[src/rtl/bwx_pkg.sv]
package bwx_pkg;

    typedef enum logic [1:0] {
        RA_LOW  = 2'd0,
        RA_HIGH = 2'd1,
        RA_CTRL = 2'd2,
        RA_NONE = 2'd3
    } reg_sel_e;

    typedef enum logic {
        ST_IDLE = 1'b0,
        ST_HIT  = 1'b1
    } out_state_e;

endpackage

[src/rtl/bwx_regs.sv]
module bwx_regs
    import bwx_pkg::*;
#(
    parameter int BANK_W = 7
) (
    input  logic              clk,
    input  logic              rst_n,
    input  logic              we,
    input  logic [1:0]        addr,
    input  logic [BANK_W-1:0] wdata,
    output logic [BANK_W-1:0] rdata,
    output logic [BANK_W-1:0] bank_lo,
    output logic [BANK_W-1:0] bank_hi,
    output logic              split_en
);

    logic [BANK_W-1:0] ctrl_q;
    reg_sel_e          sel;

    assign sel      = reg_sel_e'(addr);
    assign split_en = ctrl_q[0];

    always_ff @(posedge clk) begin
        if (!rst_n) begin
            bank_lo <= '0;
            bank_hi <= '0;
            ctrl_q  <= '0;
        end else if (we) begin
            unique case (sel)
                RA_LOW:  bank_lo <= wdata;
                RA_HIGH: bank_hi <= wdata;
                RA_CTRL: ctrl_q  <= wdata;
                RA_NONE: ;
            endcase
        end
    end

    always_comb begin
        unique case (sel)
            RA_LOW:  rdata = bank_lo;
            RA_HIGH: rdata = bank_hi;
            RA_CTRL: rdata = ctrl_q;
            RA_NONE: rdata = '0;
        endcase
    end

    // a write to the primary bank is visible the next cycle
    a_r2_low_write: assert property (@(posedge clk) disable iff (!rst_n)
        (we && sel == RA_LOW) |=> (bank_lo == $past(wdata)));

    // the unused code changes no register
    a_r2_none_ignored: assert property (@(posedge clk) disable iff (!rst_n)
        (we && sel == RA_NONE) |=> ($stable(bank_lo) && $stable(bank_hi) && $stable(ctrl_q)));

endmodule

[src/rtl/bwx_decode.sv]
module bwx_decode #(
    parameter int CPU_W    = 20,
    parameter int OUT_W    = 20,
    parameter int BANK_W   = 7,
    parameter int GRAN_W   = 12,
    parameter int APER_W   = 16,
    parameter int APER_TAG = 'hA
) (
    input  logic [CPU_W-1:0]  cpu_addr,
    input  logic [BANK_W-1:0] bank_lo,
    input  logic [BANK_W-1:0] bank_hi,
    input  logic              split_en,
    output logic              in_aperture,
    output logic [OUT_W-1:0]  lin_addr
);

    localparam int TAG_W  = CPU_W - APER_W;
    localparam int HALF_W = APER_W - 1;
    localparam logic [TAG_W-1:0] TAG = APER_TAG[TAG_W-1:0];

    logic              upper_half;
    logic [BANK_W-1:0] bank_sel;
    logic [APER_W-1:0] win_off;

    assign in_aperture = (cpu_addr[CPU_W-1:APER_W] == TAG);
    assign upper_half  = cpu_addr[APER_W-1];
    assign bank_sel    = (split_en && upper_half) ? bank_hi : bank_lo;
    // in split mode the upper half re-bases at its own window start
    assign win_off     = {upper_half & ~split_en, cpu_addr[HALF_W-1:0]};
    assign lin_addr    = (OUT_W'(bank_sel) << GRAN_W) + OUT_W'(win_off);

endmodule

[src/rtl/bwx_out.sv]
module bwx_out
    import bwx_pkg::*;
#(
    parameter int OUT_W = 20
) (
    input  logic             clk,
    input  logic             rst_n,
    input  logic             take,
    input  logic [OUT_W-1:0] lin_addr,
    output logic             mem_valid,
    output logic [OUT_W-1:0] mem_addr
);

    out_state_e state_q, state_d;

    always_comb begin
        unique case (state_q)
            ST_IDLE: state_d = take ? ST_HIT : ST_IDLE;
            ST_HIT:  state_d = take ? ST_HIT : ST_IDLE;
        endcase
    end

    always_ff @(posedge clk) begin
        if (!rst_n) state_q <= ST_IDLE;
        else        state_q <= state_d;
    end

    always_ff @(posedge clk) begin
        if (!rst_n)    mem_addr <= '0;
        else if (take) mem_addr <= lin_addr;
    end

    assign mem_valid = (state_q == ST_HIT);

    // an accepted access yields a valid output one cycle later
    a_r7_hit_next: assert property (@(posedge clk) disable iff (!rst_n)
        take |=> mem_valid);

    // no accepted access means no valid output and a held address
    a_r6_miss_hold: assert property (@(posedge clk) disable iff (!rst_n)
        !take |=> (!mem_valid && $stable(mem_addr)));

endmodule

[src/rtl/bank_window_xlat.sv]
module bank_window_xlat #(
    parameter int CPU_W  = 20,
    parameter int OUT_W  = 20,
    parameter int BANK_W = 7,
    parameter int GRAN_W = 12,
    parameter int APER_W = 16
) (
    input  logic              clk,
    input  logic              rst_n,
    input  logic              reg_we,
    input  logic [1:0]        reg_addr,
    input  logic [BANK_W-1:0] reg_wdata,
    output logic [BANK_W-1:0] reg_rdata,
    input  logic              cpu_valid,
    input  logic [CPU_W-1:0]  cpu_addr,
    output logic              mem_valid,
    output logic [OUT_W-1:0]  mem_addr
);

    logic [BANK_W-1:0] bank_lo, bank_hi;
    logic              split_en, in_ap;
    logic [OUT_W-1:0]  lin_addr;
    logic              take;

    bwx_regs #(.BANK_W(BANK_W)) u_regs (
        .clk      (clk),
        .rst_n    (rst_n),
        .we       (reg_we),
        .addr     (reg_addr),
        .wdata    (reg_wdata),
        .rdata    (reg_rdata),
        .bank_lo  (bank_lo),
        .bank_hi  (bank_hi),
        .split_en (split_en)
    );

    bwx_decode #(
        .CPU_W  (CPU_W),
        .OUT_W  (OUT_W),
        .BANK_W (BANK_W),
        .GRAN_W (GRAN_W),
        .APER_W (APER_W)
    ) u_decode (
        .cpu_addr    (cpu_addr),
        .bank_lo     (bank_lo),
        .bank_hi     (bank_hi),
        .split_en    (split_en),
        .in_aperture (in_ap),
        .lin_addr    (lin_addr)
    );

    assign take = cpu_valid && in_ap;

    bwx_out #(.OUT_W(OUT_W)) u_out (
        .clk       (clk),
        .rst_n     (rst_n),
        .take      (take),
        .lin_addr  (lin_addr),
        .mem_valid (mem_valid),
        .mem_addr  (mem_addr)
    );

    // offset within a 4 KB page passes through unchanged
    a_r9_page_offset: assert property (@(posedge clk) disable iff (!rst_n)
        take |=> (mem_addr[GRAN_W-1:0] == $past(cpu_addr[GRAN_W-1:0])));

    // an out-of-aperture access never produces a valid output
    a_r6_outside: assert property (@(posedge clk) disable iff (!rst_n)
        (cpu_valid && !in_ap) |=> !mem_valid);

endmodule

[config.mk]
export PLATFORM = sky130hd
export DESIGN_NAME = bank_window_xlat
export DESIGN_NICKNAME = d
export VERILOG_FILES = /design/src/rtl/bwx_pkg.sv /design/src/rtl/bwx_regs.sv /design/src/rtl/bwx_decode.sv /design/src/rtl/bwx_out.sv /design/src/rtl/bank_window_xlat.sv
export SDC_FILE = /design/constraint.sdc
export NUM_CORES = 1
export LEC_CHECK = 0
export BUFFER_PORTS_ARGS = -buffer_cell sky130_fd_sc_hd__buf_2
export CAP_MARGIN = 0
export CORE_MARGIN = 8
export CORE_UTILIZATION = 45
export CTS_BUF_LIST = sky130_fd_sc_hd__clkbuf_4 sky130_fd_sc_hd__clkbuf_8 sky130_fd_sc_hd__clkbuf_16
export DETAILED_ROUTE_END_ITERATION = 10
export PLACE_DENSITY = 0.86
export SLEW_MARGIN = 10
export SYNTH_ARGS = -nofsm -noshare
export SYNTH_HDL_FRONTEND = slang
export SYNTH_SLANG_ARGS = --single-unit
[constraint.sdc]
create_clock -name clk -period 2.1 [get_ports clk]
set_input_delay 0.42 -clock clk [delete_from_list [all_inputs] [get_ports clk]]
set_output_delay 0.42 -clock clk [all_outputs]
set_load 0.05 [all_outputs]
==> reports/results.txt <==
Proportion of layout cells with a drive suffix above 1 = 31.62%
Sequential share of the synthesized area = 43.16%
Power Total = 0.001548 W
CTS sink cnt = 42
DIE WIDTH = 81.80 um
Clk_skew = 0.005328 ns
Gr usage total = 15.06%
DP HPWL = 3.727 mm
Final Util = 57.66%
Most frequent cell after synthesis = nand2_1
Post-synth top area share = 43.16%
Asr flop ratio synth = 0%
NetSw = 0.0003938 W
Final WS setup = 0.05084 ns
Largest net degree at the start of global routing = 40
Die Y = 81.80 um
Post-DRT Antenna Nets = 0
Leak Pwr = 1.122 nW
Logic pwr share = 13.8%
First-pass GRT wire length = 7.990 mm
Synth Cell Area = 1948 um^2
Pre-CTS setup slack = -0.2524 ns
Peak VDD IR = 0.4151 mV
Skew-Pair Late Insertion Delay = 0.29 ns
Crit path required time = 2.26 ns
Die ar. = 6690 um^2
Critical path class = reg2reg
Largest stage delay, worst path = 0.36 ns
Storage element area = 842.1 um^2
# DRC = 0
Via density = 5.332
Slew @ Worst Pin = 0.5009 ns
Port Buffers = 60
Post-synth EDFFs = 0
Final wirelength = 5.044 mm
Slew Viols, Final = 0
Status = completed
Hold_sp = cpu_addr[9]
CTS tree = yes
Largest area contributor in the netlist = dfxtp_1
Post-synth net total = 265
Endpoint class of the critical path = flip-flop
Postcts setup bufs = 0
Most frequent cells after synthesis = 47 x nand2_1, 42 x dfxtp_1, 26 x a21oi_1
CP max-delay cell = dfxtp_2
Depth of the CTS H-tree = 2
Worst path depth = 8
Number of distinct library cells after synthesis = 40
RR Startpoint = u_regs.ctrl_q[0]$_SDFFE_PN0P_
CP max FO = 5
Vias = 1829
FF+latch count, synth = 42
CP Buf/Inv Count = 0
N_diodes = 0
Post-synth top flop = dfxtp_1
Reg-to-reg setup timing slack = 0.05 ns
Hold_buf cts = 0
Fill count = 382
Max-Cap Viols = 0
Layout Nets = 330
CP cell instances = nand2_4 > mux2_4 > ha_4 > fa_2 > a21o_1 > a21oi_4 > or3_1 > o211ai_1
Post-DR wirelength/cell = 14.71 um
Initial antenna violation count = 0
Post-Syn Instances = 227
1st-pass router iterations = 4
Worst setup SP type = flip-flop
Clock Power Share = 32.8%
R2R cell count = 8
Syn avg cell area = 8.582 um^2
Vias in the first global route = 1753
CTS clk-pin slew, worst paths = 0.08 ns
Initial Utilization = 45.69%
Core area = 4264 um^2
WP data arrival = 2.21 ns
Final period util = 97.58%
Hold crit path type = in2reg
# IOs = 61
CTS max path bufs = 2
Design internal power = 0.001154 W
Grt ovf = 0
Critical path's top delay family = adder cells
Clk root buf = clkbuf_8
Sequential share of power = 53.4%
Sw Share = 25.45%
Top post-synthesis cells by area = dfxtp_1 43%, mux2i_1 11%, nand2_1 9.1%
Fmax = 488.0 MHz
Rows = 24
Final hold viol count = 0
Tmin final = 2.049 ns
P&R area growth vs syn = 26.20%
Reg-to-reg endpoint = u_out.mem_addr[18]$_SDFFE_PN0P_
Final Setup Violations = 0
Initial DRC Count = 148
Number of synthesis warnings = 0
CTS Buf Count = 5
Hold Path End = u_out.mem_addr[9]$_SDFFE_PN0P_
Final GP Congestion = 0.8659
Max-slew headroom = 66.51%
Pwr Density = 629.4 nW/um^2
Number of cells on the worst hold path = 3
Multi-input logic area = 1067 um^2
-- state kept, by name (all words and copies together), names as in the netlist --
signal	count
u_regs.bank_hi	7
u_out.mem_addr	20
u_regs.bank_lo	7
u_out.mem_valid	1
u_regs.ctrl_q	7
-- logic make-up (layout without fill, tap and decap cells) --
family	Yosys count	after routing	synth area share (%)
and+or+nand+nor	88	88	19.98
AOI/OAI and AO/OA	48	48	14.77
DFF	42	42	43.16
muxes	26	26	13.81
buffers and inverters	16	80	3.789
adders and majority gates	5	5	3.597
xor gates and xnor gates	2	2	0.8993
-- worst reg2reg max path, cell delays in order, from the launching register on --
cell,delay (ns)
dfxtp_2,0.36
nand2_4,0.08
mux2_4,0.32
ha_4,0.17
fa_2,0.36
a21o_1,0.23
a21oi_4,0.19
or3_1,0.13
o211ai_1,0.09
-- final cells by class --
| type | instances | share of cell area [%] |
|---|---|---|
| multi-input combinational | 169 | 43.41 |
| clock buffer | 6 | 3.359 |
| tap | 52 | 2.646 |
| inverter | 1 | 0.1527 |
| timing repair buffer | 73 | 16.18 |
| sequential | 42 | 34.25 |
-- cells in the final DEF (no fill, tap or decap), drive strengths merged, types with 4 or more instances in the layout --
cell    netlist  layout
dfxtp        42      42
clkbuf        7       6
mux2i        22      22
o21ai         8       8
ha            4       4
a21oi        26      26
mux2          4       4
nand2        48      48
buf           8      73
nor2         17      17
nand3        13      13
-- layer usage --
layer  vias up  track usage [%]  wire [um]
met1       864            15.91       1994
li1        916                -          -
met4         0            5.965         69
met5         -                0          0
met3         6            4.705        310
met2        43            27.15       2669
-- worst max-delay path by stage --
stage / from / slack [ns] / endpoint
3_3_place_gp: cpu_addr[15] / -0.13 / u_out.mem_addr[18]$_SDFFE_PN0P_
3_5_place_dp: cpu_addr[15] / -0.25 / u_out.mem_addr[18]$_SDFFE_PN0P_
2_1_floorplan: reg_addr[1] / -0.06 / reg_rdata[0]
4_1_cts: u_regs.ctrl_q[0]$_SDFFE_PN0P_ / 0.0001 / u_out.mem_addr[18]$_SDFFE_PN0P_
6_report: u_regs.ctrl_q[0]$_SDFFE_PN0P_ / 0.05 / u_out.mem_addr[18]$_SDFFE_PN0P_
5_1_grt: u_regs.ctrl_q[0]$_SDFFE_PN0P_ / -0.006 / u_out.mem_addr[18]$_SDFFE_PN0P_
-- what timing repair did --
| action | 4_1_cts | 5_1_grt |
|---|---|---|
| hold endpoints to repair | 0 | 0 |
| pin swaps | 3 | 4 |
| endpoints found under the setup margin | 2 | 2 |
| resized for setup | 1 | 5 |
-- per-stage QoR --
stage	instances	hold WS, ns	TNS (ns)	instance area [um^2]
6_report	343	0.3555	0	2459
5_1_grt	343	0.3536	-0.005665	2459
4_1_cts	343	0.3531	0	2432
3_5_place_dp	337	0.4440	-0.7987	2347
3_3_place_gp	337	0.4391	-0.4476	2347
2_1_floorplan	227	0.4366	-0.4550	1954
-- power groups by stage --
stage | registers, W | clock network (W) | logic, W
6_report | 0.000827 | 0.000507 | 0.000214
2_1_floorplan | 0.000858 | 0 | 0.000116
5_1_grt | 0.000828 | 0.000555 | 0.000234
4_1_cts | 0.000826 | 0.000520 | 0.000210
3_5_place_dp | 0.000844 | 0 | 0.000208
3_3_place_gp | 0.000844 | 0 | 0.000203
(Power assumes the default switching activity.)
